**src/rtl/rlc_pkg.sv**
```systemverilog
package rlc_pkg;
    localparam int DATA_W = 16;
    localparam int IMM_W  = 9;
    localparam int LC_W   = 8;
    localparam int NUM_LC = 2;
    localparam int OP_W   = 3;

    typedef enum logic [OP_W-1:0] {
        OP_NONE    = 3'd0,
        OP_REP_IMM = 3'd1,
        OP_REP_REG = 3'd2,
        OP_REP_MEM = 3'd3,
        OP_LD_LC0  = 3'd4,
        OP_LD_LC1  = 3'd5
    } op_e;

    typedef struct packed {
        logic              rep;
        logic [DATA_W-1:0] count;
        logic [NUM_LC-1:0] ld;
        logic [LC_W-1:0]   ld_val;
    } dec_t;

    function automatic logic is_rep_op(input logic [OP_W-1:0] op);
        return (op == OP_REP_IMM) || (op == OP_REP_REG) || (op == OP_REP_MEM);
    endfunction

    function automatic logic [DATA_W-1:0] imm_count(input logic [DATA_W-1:0] v);
        return {{(DATA_W-IMM_W){1'b0}}, v[IMM_W-1:0]};
    endfunction
endpackage

```
**src/rtl/rlc_decode.sv**
```systemverilog
module rlc_decode
    import rlc_pkg::*;
(
    input  logic              cmd_valid,
    input  logic [OP_W-1:0]   cmd_op,
    input  logic [DATA_W-1:0] cmd_operand,
    output dec_t              dec
);
    always_comb begin
        dec.rep    = cmd_valid && is_rep_op(cmd_op);
        dec.ld_val = cmd_operand[LC_W-1:0];
        unique case (cmd_op)
            OP_REP_IMM: dec.count = imm_count(cmd_operand);
            OP_REP_REG,
            OP_REP_MEM: dec.count = cmd_operand;
            default:    dec.count = '0;
        endcase
    end

    for (genvar i = 0; i < NUM_LC; i++) begin : g_ld
        assign dec.ld[i] = cmd_valid && (cmd_op == OP_W'(int'(OP_LD_LC0) + i));
    end
endmodule

```
**src/rtl/rlc_repeat.sv**
```systemverilog
module rlc_repeat
    import rlc_pkg::*;
(
    input  logic              clk,
    input  logic              rst,
    input  logic              rep,
    input  logic [DATA_W-1:0] count,
    input  logic              inst_avail,
    output logic              busy,
    output logic              fetch_adv,
    output logic              rep_err
);
    logic [DATA_W-1:0] remain_q;
    logic              busy_q;
    logic              err_q;
    logic              final_it;

    assign final_it  = busy_q && (remain_q == '0);
    assign fetch_adv = inst_avail && (!busy_q || final_it);
    assign busy      = busy_q;
    assign rep_err   = err_q;

    always_ff @(posedge clk) begin
        if (rst) begin
            busy_q   <= 1'b0;
            remain_q <= '0;
            err_q    <= 1'b0;
        end else begin
            err_q <= rep && busy_q;
            if (rep && !busy_q) begin
                busy_q   <= 1'b1;
                remain_q <= count;
            end else if (busy_q && inst_avail) begin
                if (final_it) busy_q <= 1'b0;
                else          remain_q <= remain_q - 1'b1;
            end
        end
    end
endmodule

```
**src/rtl/rlc_loopregs.sv**
```systemverilog
module rlc_loopregs
    import rlc_pkg::*;
(
    input  logic                        clk,
    input  logic                        rst,
    input  logic [NUM_LC-1:0]           ld,
    input  logic [LC_W-1:0]             ld_val,
    output logic [NUM_LC-1:0][LC_W-1:0] lc
);
    for (genvar i = 0; i < NUM_LC; i++) begin : g_lc
        always_ff @(posedge clk) begin
            if (rst)        lc[i] <= '0;
            else if (ld[i]) lc[i] <= ld_val;
        end
    end
endmodule

```
**src/rtl/rep_loop_ctrl.sv**
```systemverilog
module rep_loop_ctrl
    import rlc_pkg::*;
(
    input  logic              clk,
    input  logic              rst,
    input  logic              cmd_valid,
    input  logic [OP_W-1:0]   cmd_op,
    input  logic [DATA_W-1:0] cmd_operand,
    input  logic              inst_avail,
    output logic              issue_valid,
    output logic              fetch_adv,
    output logic              busy,
    output logic              rep_err,
    output logic [LC_W-1:0]   lc0,
    output logic [LC_W-1:0]   lc1
);
    dec_t                        dec;
    logic [NUM_LC-1:0][LC_W-1:0] lc_q;

    rlc_decode u_dec (
        .cmd_valid   (cmd_valid),
        .cmd_op      (cmd_op),
        .cmd_operand (cmd_operand),
        .dec         (dec)
    );

    rlc_repeat u_rep (
        .clk        (clk),
        .rst        (rst),
        .rep        (dec.rep),
        .count      (dec.count),
        .inst_avail (inst_avail),
        .busy       (busy),
        .fetch_adv  (fetch_adv),
        .rep_err    (rep_err)
    );

    rlc_loopregs u_lc (
        .clk    (clk),
        .rst    (rst),
        .ld     (dec.ld),
        .ld_val (dec.ld_val),
        .lc     (lc_q)
    );

    assign issue_valid = inst_avail;
    assign lc0 = lc_q[0];
    assign lc1 = lc_q[1];
endmodule

```
**config.mk**
```make
export PLATFORM = sky130hd
export DESIGN_NAME = rep_loop_ctrl
export DESIGN_NICKNAME = d
export VERILOG_FILES = /design/src/rtl/rlc_pkg.sv /design/src/rtl/rlc_decode.sv /design/src/rtl/rlc_repeat.sv /design/src/rtl/rlc_loopregs.sv /design/src/rtl/rep_loop_ctrl.sv
export SDC_FILE = /design/constraint.sdc
export NUM_CORES = 1
export LEC_CHECK = 0
export BUFFER_PORTS_ARGS = -buffer_cell sky130_fd_sc_hd__buf_2
export CORE_UTILIZATION = 49
export CTS_BUF_LIST = sky130_fd_sc_hd__clkbuf_2
export CTS_CLUSTER_DIAMETER = 100
export CTS_CLUSTER_SIZE = 14
export DETAILED_ROUTE_END_ITERATION = 16
export PLACE_DENSITY = 0.77
export SLEW_MARGIN = 10
export SYNTH_ARGS = -nofsm -noshare
export SYNTH_HDL_FRONTEND = slang
export SYNTH_SLANG_ARGS = --single-unit
```
**constraint.sdc**
```tcl
create_clock -name clk -period 1.83 [get_ports clk]
set_input_delay 0.366 -clock clk [delete_from_list [all_inputs] [get_ports clk]]
set_output_delay 0.366 -clock clk [all_outputs]
set_load 0.1 [all_outputs]
```
# After elaboration in Yosys (flattened, before gate mapping)
# Cells that the tools add are included.
# Widths: inputs -> output; s select.
[totals] in_bits=23 reg_bits=34 wordCells=37 out_inout_bits=20
[op_classes] mux=7 add_sub_neg=1 reduce_logical=18 n_eq_ne=6
[ops] op="$mux 16" count=3
[ops] op="$pmux 16 s2" count=1
[ops] op="$logic_not 16->1" count=1
[ops] op="$sub 16x1->16 const B" count=1
[ops] op="$logic_and 1x1->1" count=8
[ops] op="$eq 3x2->1 const B" count=2
[ops] op="$eq 3x3->1 const B" count=2
[ops] op="$reduce_and 2->1" count=2
[ops] op="$reduce_bool 2->1" count=2
[ops] op="$eq 3x1->1 const B" count=1
[ops] op="$logic_or 1x1->1" count=3
[ops] op="$mux 1" count=3
[ops] op="$ne 2x2->1 const B" count=1
[ops] op="$reduce_or 2->1" count=1
[ops] op="$logic_not 1->1" count=1

# Depth between registers and ports, before layout
# Gate-level depths: netlist of run 1.
[depth] word_depth=7 mapped_depth=8 mapped_depth_nobuf=7

# Cells and area by module
# A second synthesis of run 1 with hierarchy kept.
[unflattened] cells_unflattened=216 hier_area_um2=1860.5
[by_module_without_submodules] mod="rlc_repeat" seq_area_each_um2=360.3 cells_per_inst=134 n_inst=1 area_per_inst_um2=1057.3
[by_module_without_submodules] mod="rlc_loopregs" seq_area_each_um2=320.3 cells_per_inst=52 n_inst=1 area_per_inst_um2=579.3
[by_module_without_submodules] mod="rlc_decode" seq_area_each_um2=0.0 cells_per_inst=29 n_inst=1 area_per_inst_um2=216.5
[by_module_without_submodules] mod="rep_loop_ctrl" seq_area_each_um2=0.0 cells_per_inst=1 n_inst=1 area_per_inst_um2=7.5

# Worst setup path before layout of run 1
# Ideal clock, no wire load.
[synth_timing] path_kind="reg2out" from="register u_rep.remain_q[0]" to="output fetch_adv" required_ps=1464 path_stages_with_launch=7 n_path_buf=1 arrival_time_ps=3389 setup_slack_ps=-1925 cell_sequence="dfxtp_1 inv_1 ha_1 clkbuf_1 nor3b_1 nand4_1 a21boi_0"
[synth_via] elab_chain_len=4
[synth_rtl] element="from (decl)" line="rlc_repeat.sv:13" text="logic [DATA_W-1:0] remain_q;"
[synth_rtl] element="from (signal assigned)" line="rlc_repeat.sv:32" text="remain_q <= count;"
[synth_rtl] element="from (signal assigned)" line="rlc_repeat.sv:35" text="else remain_q <= remain_q - 1'b1;"
[synth_rtl] element="$logic_not 16->1" line="rlc_repeat.sv:18" text="assign final_it = busy_q && (remain_q == '0);"
[synth_rtl] element="$logic_and 1x1->1" line="rlc_repeat.sv:18"
[synth_rtl] element="$logic_or 1x1->1" line="rlc_repeat.sv:19" text="assign fetch_adv = inst_avail && (!busy_q || final_it);"
[synth_rtl] element="$logic_and 1x1->1" line="rlc_repeat.sv:19"
[synth_rtl] element="to (decl)" line="rep_loop_ctrl.sv:11" text="output logic fetch_adv,"
# Every way passes these cells.

# Worst setup path in the final report of run 1
[layout_timing] from="register u_rep.remain_q[12]" to="output fetch_adv"
# The elaborated chain is that of the path after synthesis.

==> results.md, run 1 <==
- #FFs+latches synth: 34
- Power Dens Cells: 891 mW/mm^2
- Non-filler cells, final: 303
- Detailed placement HPWL: 2920 um
- Ports: 43
- Sequential share of the synthesized area: 0.398
- Fillers: 270
- Diode count: 0
- Wl on met1: 1950 um
- Sw Share: 0.322
- Pint: approximately 0.0014 W
- Tcrit/Tclk final: 1.15
- Fmax: around 480 MHz
- Placed cells: 286
- Iter 0 DRT Violations: 102
- Syn avg cell area: between 8 and 9 um^2
- Nature of the critical path endpoint: output pin
- Synthesized net count: 217
- Worst EP arrival: 1.73 ns
- Via/cell ratio: 5.42
- Setup violations, final: 1
- Routability cong.: 0.908
- Remaining routing DRC violations: 0
- Worst-skew pair later-pin latency: 0.40 ns
- Initial core utilization: 0.512
- Initial antenna violation count: 0
- Core Box Area: 0.00334 mm^2
- Failing checks: setup timing
- Multi-input logic area: 0.00106 mm^2
- Clk pwr share: 0.311
- Flip-flop and latch area: 698 um^2
- Async SR Flop Fraction: 0
- WP data required: around 1.5 ns
- Clock Tree Root: clkbuf_2
- Die span in x: 61.1 um
- Slew HR: 0.676
- Yosys cell types: 46
- Overall Power: 0.00209 W
- # Max-Cap Violations: 0
- Gr ovfl total: 0
- Post-synth top flop: dfxtp_1
- WL met2: 2020 um
- Net switching power: 0.000672 W
- Leakage power: 0.936 nW
- Crit Path Max Fanout: 2
- Share of cells above drive strength 1: 0.420
- FP Rows: 21
- Mapped Cells: 193
- DP Worst Slack: 0.0437 ns
- Part of the power in combinational logic: 0.292
- Final Skew: 0.0171 ns
- Clk buf depth: 2
- Vias: between 1500 and 2000
- Slew Viols, Final: 0
- Reg clk slew, reported paths: between 0.15 and 0.2 ns
- Global-route wire length before repair: 6480 um
- Final Critical Period: between 2 and 2.5 ns
- WL met3: 173 um
- Nets: 280
- Number of flops mapped to enable cells by yosys: 0
- VDD IR max: ~0.69 mV
- CTS Buf Count: 5
- ANT nets after route: 0
- Post-route setup slack: -0.270 ns
- Reg power frac: 0.397
- Unrepaired setup endpoints after global routing: true
- Vias in the first global route: 1475
- Startpoint types: flop
- Status: finished, violations left
- Die height: just over 60 um
- IO buf count: 42
- Final hold viol count: 0
- Drt wl/cell: 13.8 um
- Class of the worst hold path: in -> reg
- Synth warnings: 0
- Largest net degree at the start of global routing: 21
- DR pass1 iterations: 4
- Area growth syn-to-layout: 36.9%
- TritonCTS clock tree: built
- H-tree depth: 2
- Slew @ Worst Pin: roughly 0.5 ns
- Mapped cell area: between 0.0015 and 0.002 mm^2
- Final wirelength: ~4200 um
- Clock Sinks: 34
- GR Util All Layers: 0.238
- Top sig layer: met4
- Die ar.: 0.00373 mm^2
- CP Class: reg -> out
[synthesized netlist by cell type (2+ instances only)]
master | count | area, um^2
nor4_1 | 2 | 12.5
mux2i_1 | 8 | 80.1
inv_1 | 3 | 11.3
nand4_1 | 5 | 31.3
a211oi_2 | 2 | 25.0
o211ai_1 | 2 | 15.0
nand2_1 | 22 | 82.6
a22oi_1 | 2 | 15.0
and2_1 | 2 | 12.5
xor2_1 | 6 | 52.6
nor4_2 | 3 | 37.5
nor3_1 | 4 | 20.0
xnor2_1 | 5 | 43.8
dfxtp_1 | 34 | 681
nand2b_1 | 2 | 12.5
nor2_1 | 22 | 82.6
nand4b_1 | 4 | 35.0
a21oi_1 | 16 | 80.1
clkbuf_1 | 9 | 33.8
nand3_1 | 3 | 15.0
o21ai_0 | 2 | 10.0
nor3b_1 | 4 | 30.0
a211oi_1 | 8 | 60.1
[state kept, by name, indices dropped and copies added (netlist names)]
| register | cells |
|---|---|
| u_rep.rep_err | 1 |
| u_rep.remain_q | 16 |
| u_lc.lc | 16 |
| u_rep.busy | 1 |
[worst paths after layout]
check                startpoint                  to  slack (ns)  cells past startpoint
max reg2reg   u_rep.remain_q[3]  u_rep.remain_q[12]        0.06                      7
max          u_rep.remain_q[12]           fetch_adv       -0.27                      4
min              cmd_operand[2]         u_lc.lc[10]        0.20                      3
min reg2reg         u_lc.lc[10]         u_lc.lc[10]        0.46                      2
[stage by stage]
| stage | setup TNS [ns] | utilization | hold slack, ns | cell area [um^2] |
|---|---|---|---|---|
| after CTS | -0.302 | 0.684 | 0.183 | 2280 |
| after detailed placement | 0 | 0.639 | 0.443 | 2130 |
| after global routing | -0.576 | 0.701 | 0.162 | 2340 |
| after global placement | 0 | 0.639 | 0.443 | 2130 |
| after floorplan | -0.203 | - | 0.499 | 1770 |
| final | -0.270 | 0.701 | 0.195 | 2340 |
[kinds of logic after synthesis]
logic type | Yosys count | synth area share
adder cells (fa/ha/maj) | 1 | 0.00732
flip-flops | 34 | 0.398
buffers and inverters | 13 | 0.0307
multiplexers | 9 | 0.0534
XOR/XNOR | 11 | 0.0564
AO/OA/AOI/OAI | 41 | 0.174
AND/OR/NAND/NOR | 84 | 0.280
[cell type report]
| type | count | share of cell area |
|---|---|---|
| Sequential cell | 34 | 0.298 |
| Inverter | 3 | 0.00481 |
| Timing Repair Buffer | 66 | 0.180 |
| Clock inverter | 3 | 0.0294 |
| Clock buffer | 5 | 0.0107 |
| Multi-Input combinational cell | 146 | 0.452 |
| Tap cell | 46 | 0.0246 |
[power groups by stage]
stage	registers [W]	logic, W	clock network [W]
2_1_floorplan	0.000909	0.000306	0
3_3_place_gp	0.000842	0.000516	0
3_5_place_dp	0.000844	0.000522	0
4_1_cts	0.000826	0.000558	0.000656
5_1_grt	0.000834	0.000657	0.000680
6_report	0.000827	0.000609	0.000649
[repair_timing]
action / in CTS / in global routing
gates resized for setup: 3 / 11
buffers inserted: 7 / 3
pin swaps: 6 / 8
hold buffers: 0 / 0
endpoints found under the setup margin: 2 / 10
[metal layers]
metal,vias to the layer above,track usage
met5,-,0
li1,826,-
met2,47,0.379
met4,0,0.114
met3,3,0.0504
met1,767,0.309
[worst max-delay path: stages, from the launching register on]
cell,delay (ns)
dfxtp_4,0.40
nor4_4,0.31
nand4_1,0.23
a21boi_4,0.20
buf_12,0.19
[cells in the final DEF, fill, tap and decap left out, drive strengths merged, types with 2 or more instances in the layout]
cell	netlist	routed
nand2b	2	2
clkbuf	9	5
a21oi	16	16
nand3	4	4
xnor2	5	5
xor2	6	6
o211ai	2	2
buf	1	66
nand4b	4	4
nand2	22	22
bufinv	0	2
a22oi	2	2
a211oi	10	10
mux2i	8	8
nand4	5	5
nor2	22	22
o31ai	2	2
nor3	5	5
nor3b	4	4
dfxtp	34	34
o21ai	3	3
and2	3	3
nor4	6	6
inv	3	3
Note: power is estimated with default switching activity, not from simulation.
==> run 2, diff against run 1 <==
==> constraint.sdc (replaced) <==
create_clock -name clk -period 1.83 [get_ports clk]
set_input_delay 0.366 -clock clk [delete_from_list [all_inputs] [get_ports clk]]
set_output_delay 0.366 -clock clk [all_outputs]
set_load 0.01 [all_outputs]
==> results.md, run 2 (same netlist as run 1, synthesis figures left out) <==
- Clock Sinks: 34
- # Max-Cap Violations: 0
- Via/cell ratio: 5.47
- Area growth syn-to-layout: 30.5%
- Setup violations, final: 2
- R2R Setup Slk: -0.04 ns
- WP data required: between 1 and 1.5 ns
- Min-delay src: cmd_operand[1]
- CTS Hold Buffers Added: 0
- Nets: about 280
- Remaining routing DRC violations: 0
- Diode count: 0
- Unrepaired setup endpoints after global routing: true
- CTS Buf Count: 5
- Vias in the first global route: 1381
- Final Critical Period: 1.99 ns
- Reg clk slew, reported paths: 0.18 ns
- FF-to-FF Start: u_rep.remain_q[3]
- Fillers: 287
- Gr ovfl total: 0
- H-tree depth: 2
- Drt wl/cell: 14.4 um
- Final wirelength: 4320 um
- Core Box Area: 0.00334 mm^2
- FP Rows: 21
- Pint: 0.00125 W
- Detailed placement HPWL: 2910 um
- GR Util All Layers: 0.232
- Fmax: 502 MHz
- Worst Hold End: u_lc.lc[9]
- Worst R2R End: u_rep.remain_q[12]
- Final Skew: 0.00669 ns
- Final hold viol count: 0
- Power Dens Cells: 813 mW/mm^2
- Top Registers: u_lc.lc (16), u_rep.remain_q (16)
- VDD IR max: 0.567 mV
- Slew HR: 0.698
- Net switching power: 0.000568 W
- Iter 0 DRT Violations: 110
- Clk buf depth: 2
- ANT nets after route: 0
- Share of cells above drive strength 1: 0.376
- Clk pwr share: 0.273
- DP Worst Slack: roughly 0.014 ns
- Largest net degree at the start of global routing: 22
- Worst EP arrival: 1.62 ns
- Startpoint types: flop
- DR pass1 iterations: 4
- Tcrit/Tclk final: 1.09
- Part of the power in combinational logic: 0.276
- Ports: 43
- CP Class: reg -> out
- Post-route setup slack: -0.161 ns
- Failing checks: setup timing
- TritonCTS clock tree: built
- Die height: 61.1 um
- Leakage power: 0.892 nW
- Grt met2 use: 0.387
- Grt peak-use layer: met2
- Hold WS: 0.217 ns
- R2R depth: 7
- Crit Path Max Fanout: 2
- Clock Tree Root: clkbuf_2
- Most common cell after layout, fill and taps aside: buf_2
- Global-route wire length before repair: 6230 um
- Nature of the critical path endpoint: output pin
- Final setup TNS: -0.204 ns
- GR Util met1: 0.290
- Highest-count cells in the layout ignoring fill and taps: 42 x buf_2, 31 x dfxtp_1, 22 x nand2_1, 21 x nor2_1, 21 x buf_4
- Die span in x: 61.1 um
- Routability cong.: 0.919
- Met3 Use GR: 0.0693
- Initial antenna violation count: 0
- IO buf count: 42
- Slew @ Worst Pin: 0.453 ns
- Worst Hold Depth: 3
- Class of the worst hold path: in -> reg
- Die ar.: 0.00373 mm^2
- Status: finished, violations left
- Vias: 1645
- Initial core utilization: 0.512
- Worst-skew pair later-pin latency: around 0.38 ns
- Slew Viols, Final: 0
- Sw Share: 0.313
- Reg power frac: 0.451
## run 2: cell types whose count changed in the layout (fill, tap and decap cells not counted), moves of 2 or more
| cell | previous run | this run |
|---|---|---|
| dfxtp_4 | 3 | 1 |
| inv_1 | 1 | 3 |
| dfxtp_2 | 5 | 2 |
| clkinv_2 | 0 | 2 |
| inv_2 | 2 | 0 |
| nor4_2 | 1 | 3 |
| nor4_4 | 4 | 2 |
| dfxtp_1 | 26 | 31 |
## run 2: worst max-delay path by stage
stage / from / endpoint / slack, ns / cells past startpoint
after floorplan: u_rep.remain_q[0] / u_rep.remain_q[7] / 0.01 / 8
after global placement: u_rep.remain_q[0] / u_rep.remain_q[7] / 0.12 / 7
after detailed placement: u_rep.remain_q[0] / u_rep.remain_q[4] / 0.01 / 7
after CTS: u_rep.remain_q[3] / fetch_adv / -0.14 / 5
after global routing: u_rep.remain_q[2] / fetch_adv / -0.28 / 5
final: u_rep.remain_q[3] / fetch_adv / -0.16 / 5
## run 2: per-stage QoR
stage	instance area (um^2)	power [W]	cells	utilization
floorplan	1710	0.00110	193	-
detailed placement	2090	0.00127	290	0.627
CTS	2210	0.00179	302	0.661
global placement	2090	0.00127	290	0.627
global route	2230	0.00189	301	0.669
finish	2230	0.00181	301	0.669
## run 2: per-layer routing
metal  vias up  share of wire
met1       766           0.45
li1        821              -
met2        51           0.49
met3         7          0.045
met4         0          0.013
met5         -              0
## run 2: final cells by class
class | instances | area, um^2 | share of cell area
flip-flops and latches | 34 | 687 | 0.308
repair buffers | 64 | 388 | 0.174
multi-input cells | 146 | 1020 | 0.458
clock inverters | 3 | 40.0 | 0.0179
inverters | 3 | 11.3 | 0.00505
clock buffers | 5 | 25.0 | 0.0112
well taps | 46 | 57.6 | 0.0258
## run 2: what timing repair did
item / 4_1_cts / 5_1_grt
resized for setup: 6 / 7
endpoints found under the setup margin: 2 / 12
buffers inserted: 4 / 3
pin swaps: 2 / 7
## run 2: critical path: stages, from the launching register on
cell and delay, ns:
dfxtp_4 0.39, nor4_4 0.28, buf_4 0.16, nand4_1 0.12
a21boi_1 0.15, buf_2 0.14
## run 2: power by group through the flow
stage | Combinational [W] | Sequential [W] | Clock, W
floorplan | 0.000261 | 0.000837 | 0
global placement | 0.000436 | 0.000830 | 0
detailed placement | 0.000440 | 0.000831 | 0
CTS | 0.000477 | 0.000817 | 0.000494
global route | 0.000542 | 0.000824 | 0.000522
finish | 0.000501 | 0.000819 | 0.000495
==> run 3, diff against run 2 <==
--- a/config.mk
+++ b/config.mk
@@ -16,3 +16,4 @@
 export SYNTH_ARGS = -nofsm -noshare
 export SYNTH_HDL_FRONTEND = slang
 export SYNTH_SLANG_ARGS = --single-unit
+export TNS_END_PERCENT = 50
==> results.md, run 3 (same netlist as run 1, synthesis figures left out) <==
- CP Class: reg -> out
- Sw Share: 0.311
- Worst-skew pair later-pin latency: about 0.38 ns
- Ports: 43
- ANT nets after route: 0
- Clock Sinks: 34
- Iter 0 DRT Violations: 119
- TritonCTS clock tree: built
- Final hold viol count: 0
- Fmax: 505 MHz
- Diode count: 0
- Die height: 61.1 um
- Global-route wire length before repair: 6230 um
- Worst EP arrival: about 1.6 ns
- Detailed placement HPWL: a little under 3000 um
- CTS Buf Count: 5
- Final Skew: 0.00411 ns
- Multi-input logic area: 0.00102 mm^2
- Slew HR: 0.698
- GR Util All Layers: 0.232
- Slew Viols, Final: 0
- Clk pwr share: 0.271
- Via/cell ratio: 5.42
- WP data required: 1.46 ns
- Unrepaired setup endpoints after global routing: true
- H-tree depth: 2
- DP Worst Slack: 0.0138 ns
- Flip-flop and latch area: around 690 um^2
- Remaining routing DRC violations: 0
- VDD IR max: 0.574 mV
- Slew @ Worst Pin: 0.453 ns
- Crit Path Max Fanout: 2
- # Max-Cap Violations: 0
- Routability cong.: about 0.92
- Die span in x: 61.1 um
- Grt met2 use: 0.387
- Net switching power: 0.000564 W
- Final wirelength: 4210 um
- FP Rows: 21
- Status: finished, violations left
- Final Critical Period: 1.98 ns
- Nature of the critical path endpoint: output pin
- IO buf count: 42
- Reg power frac: 0.451
- Most common cell after layout, fill and taps aside: buf_2
- Post-route setup slack: -0.148 ns
- Power Dens Cells: 811 mW/mm^2
- Share of cells above drive strength 1: 0.375
- Clock Tree Root: clkbuf_2
- Grt peak-use layer: met2
- DR pass1 iterations: 4
- Initial antenna violation count: 0
- Vias in the first global route: ~1400
- Fillers: ~280
- Met3 Use GR: 0.0693
- Nets: 279
- Tcrit/Tclk final: 1.08
- Clk buf depth: 2
- Reg clk slew, reported paths: 0.18 ns
- Initial core utilization: 0.512
- Part of the power in combinational logic: 0.279
- Final setup TNS: -0.208 ns
- Setup violations, final: 2
- Highest-count cells in the layout ignoring fill and taps: 42 x buf_2, 31 x dfxtp_1, 22 x nand2_1, 21 x nor2_1, 21 x buf_4
- Startpoint types: flop
- Die ar.: about 0.0037 mm^2
- Gr ovfl total: 0
- Drt wl/cell: 13.9 um
- Vias: 1636
- Util after Layout: 0.671
- Core Box Area: 0.00334 mm^2
- Class of the worst hold path: in -> reg
- Leakage power: 0.897 nW
- Largest net degree at the start of global routing: 22
- Pint: 0.00125 W
- Top Registers: u_lc.lc (16), u_rep.remain_q (16)
- Failing checks: setup timing
- GR Util met1: 0.290
- Area growth syn-to-layout: 31.0%
[run 3: cell types whose count changed in the layout (fill, tap and decap cells not counted), sizes merged]
cell	change
buf	+1
[run 3: path summary, 6_finish.rpt]
path                startpoint                 end  slack [ns]  cells after the start
max          u_rep.remain_q[3]           fetch_adv       -0.15                      5
min             cmd_operand[0]          u_lc.lc[8]        0.22                      3
max reg2reg  u_rep.remain_q[3]  u_rep.remain_q[12]       -0.06                      7
min reg2reg         u_lc.lc[9]          u_lc.lc[9]        0.46                      2
[run 3: what timing repair did]
item	4_1_cts	5_1_grt
pin swaps	2	7
buffers inserted	4	2
endpoints found under the setup margin	2	12
resized for setup	6	7
cloned	0	0
endpoints found under the hold margin	0	0
hold buffers	0	0
[run 3: stage by stage]
step / hold WS, ns / instance area [um^2] / power, W / cells
floorplan: 0.481 / 1710 / 0.00110 / 193
global placement: 0.440 / 2090 / 0.00127 / 290
detailed placement: 0.442 / 2090 / 0.00127 / 290
CTS: 0.206 / 2210 / 0.00179 / 302
global route: 0.209 / 2240 / 0.00189 / 302
finish: 0.222 / 2240 / 0.00181 / 302
[run 3: worst max-delay path, stage by stage, from the launching register on]
cell and delay [ns]:
dfxtp_4 0.39, nor4_4 0.28, buf_4 0.16, nand4_1 0.12, a21boi_1 0.15, buf_2 0.14
[run 3: layout make-up]
cell class	count	area share
timing repair buffer	65	0.178
tap	46	0.0257
clock inverter	3	0.0179
clock buffer	5	0.0112
multi-input combinational	146	0.455
sequential	34	0.307
inverter	3	0.00503
[run 3: power groups by stage]
stage	Combinational [W]	Clock, W	Sequential (W)
2_1_floorplan	0.000261	0	0.000837
3_3_place_gp	0.000436	0	0.000830
3_5_place_dp	0.000440	0	0.000831
4_1_cts	0.000477	0.000494	0.000817
5_1_grt	0.000547	0.000522	0.000824
6_report	0.000506	0.000491	0.000818
[run 3: routing by layer]
metal  routed length, um  vias to the layer above
met2                2010                       53
li1                    -                      825
met4                  36                        0
met5                   0                        -
met3                 225                        4
met1                1940                      754
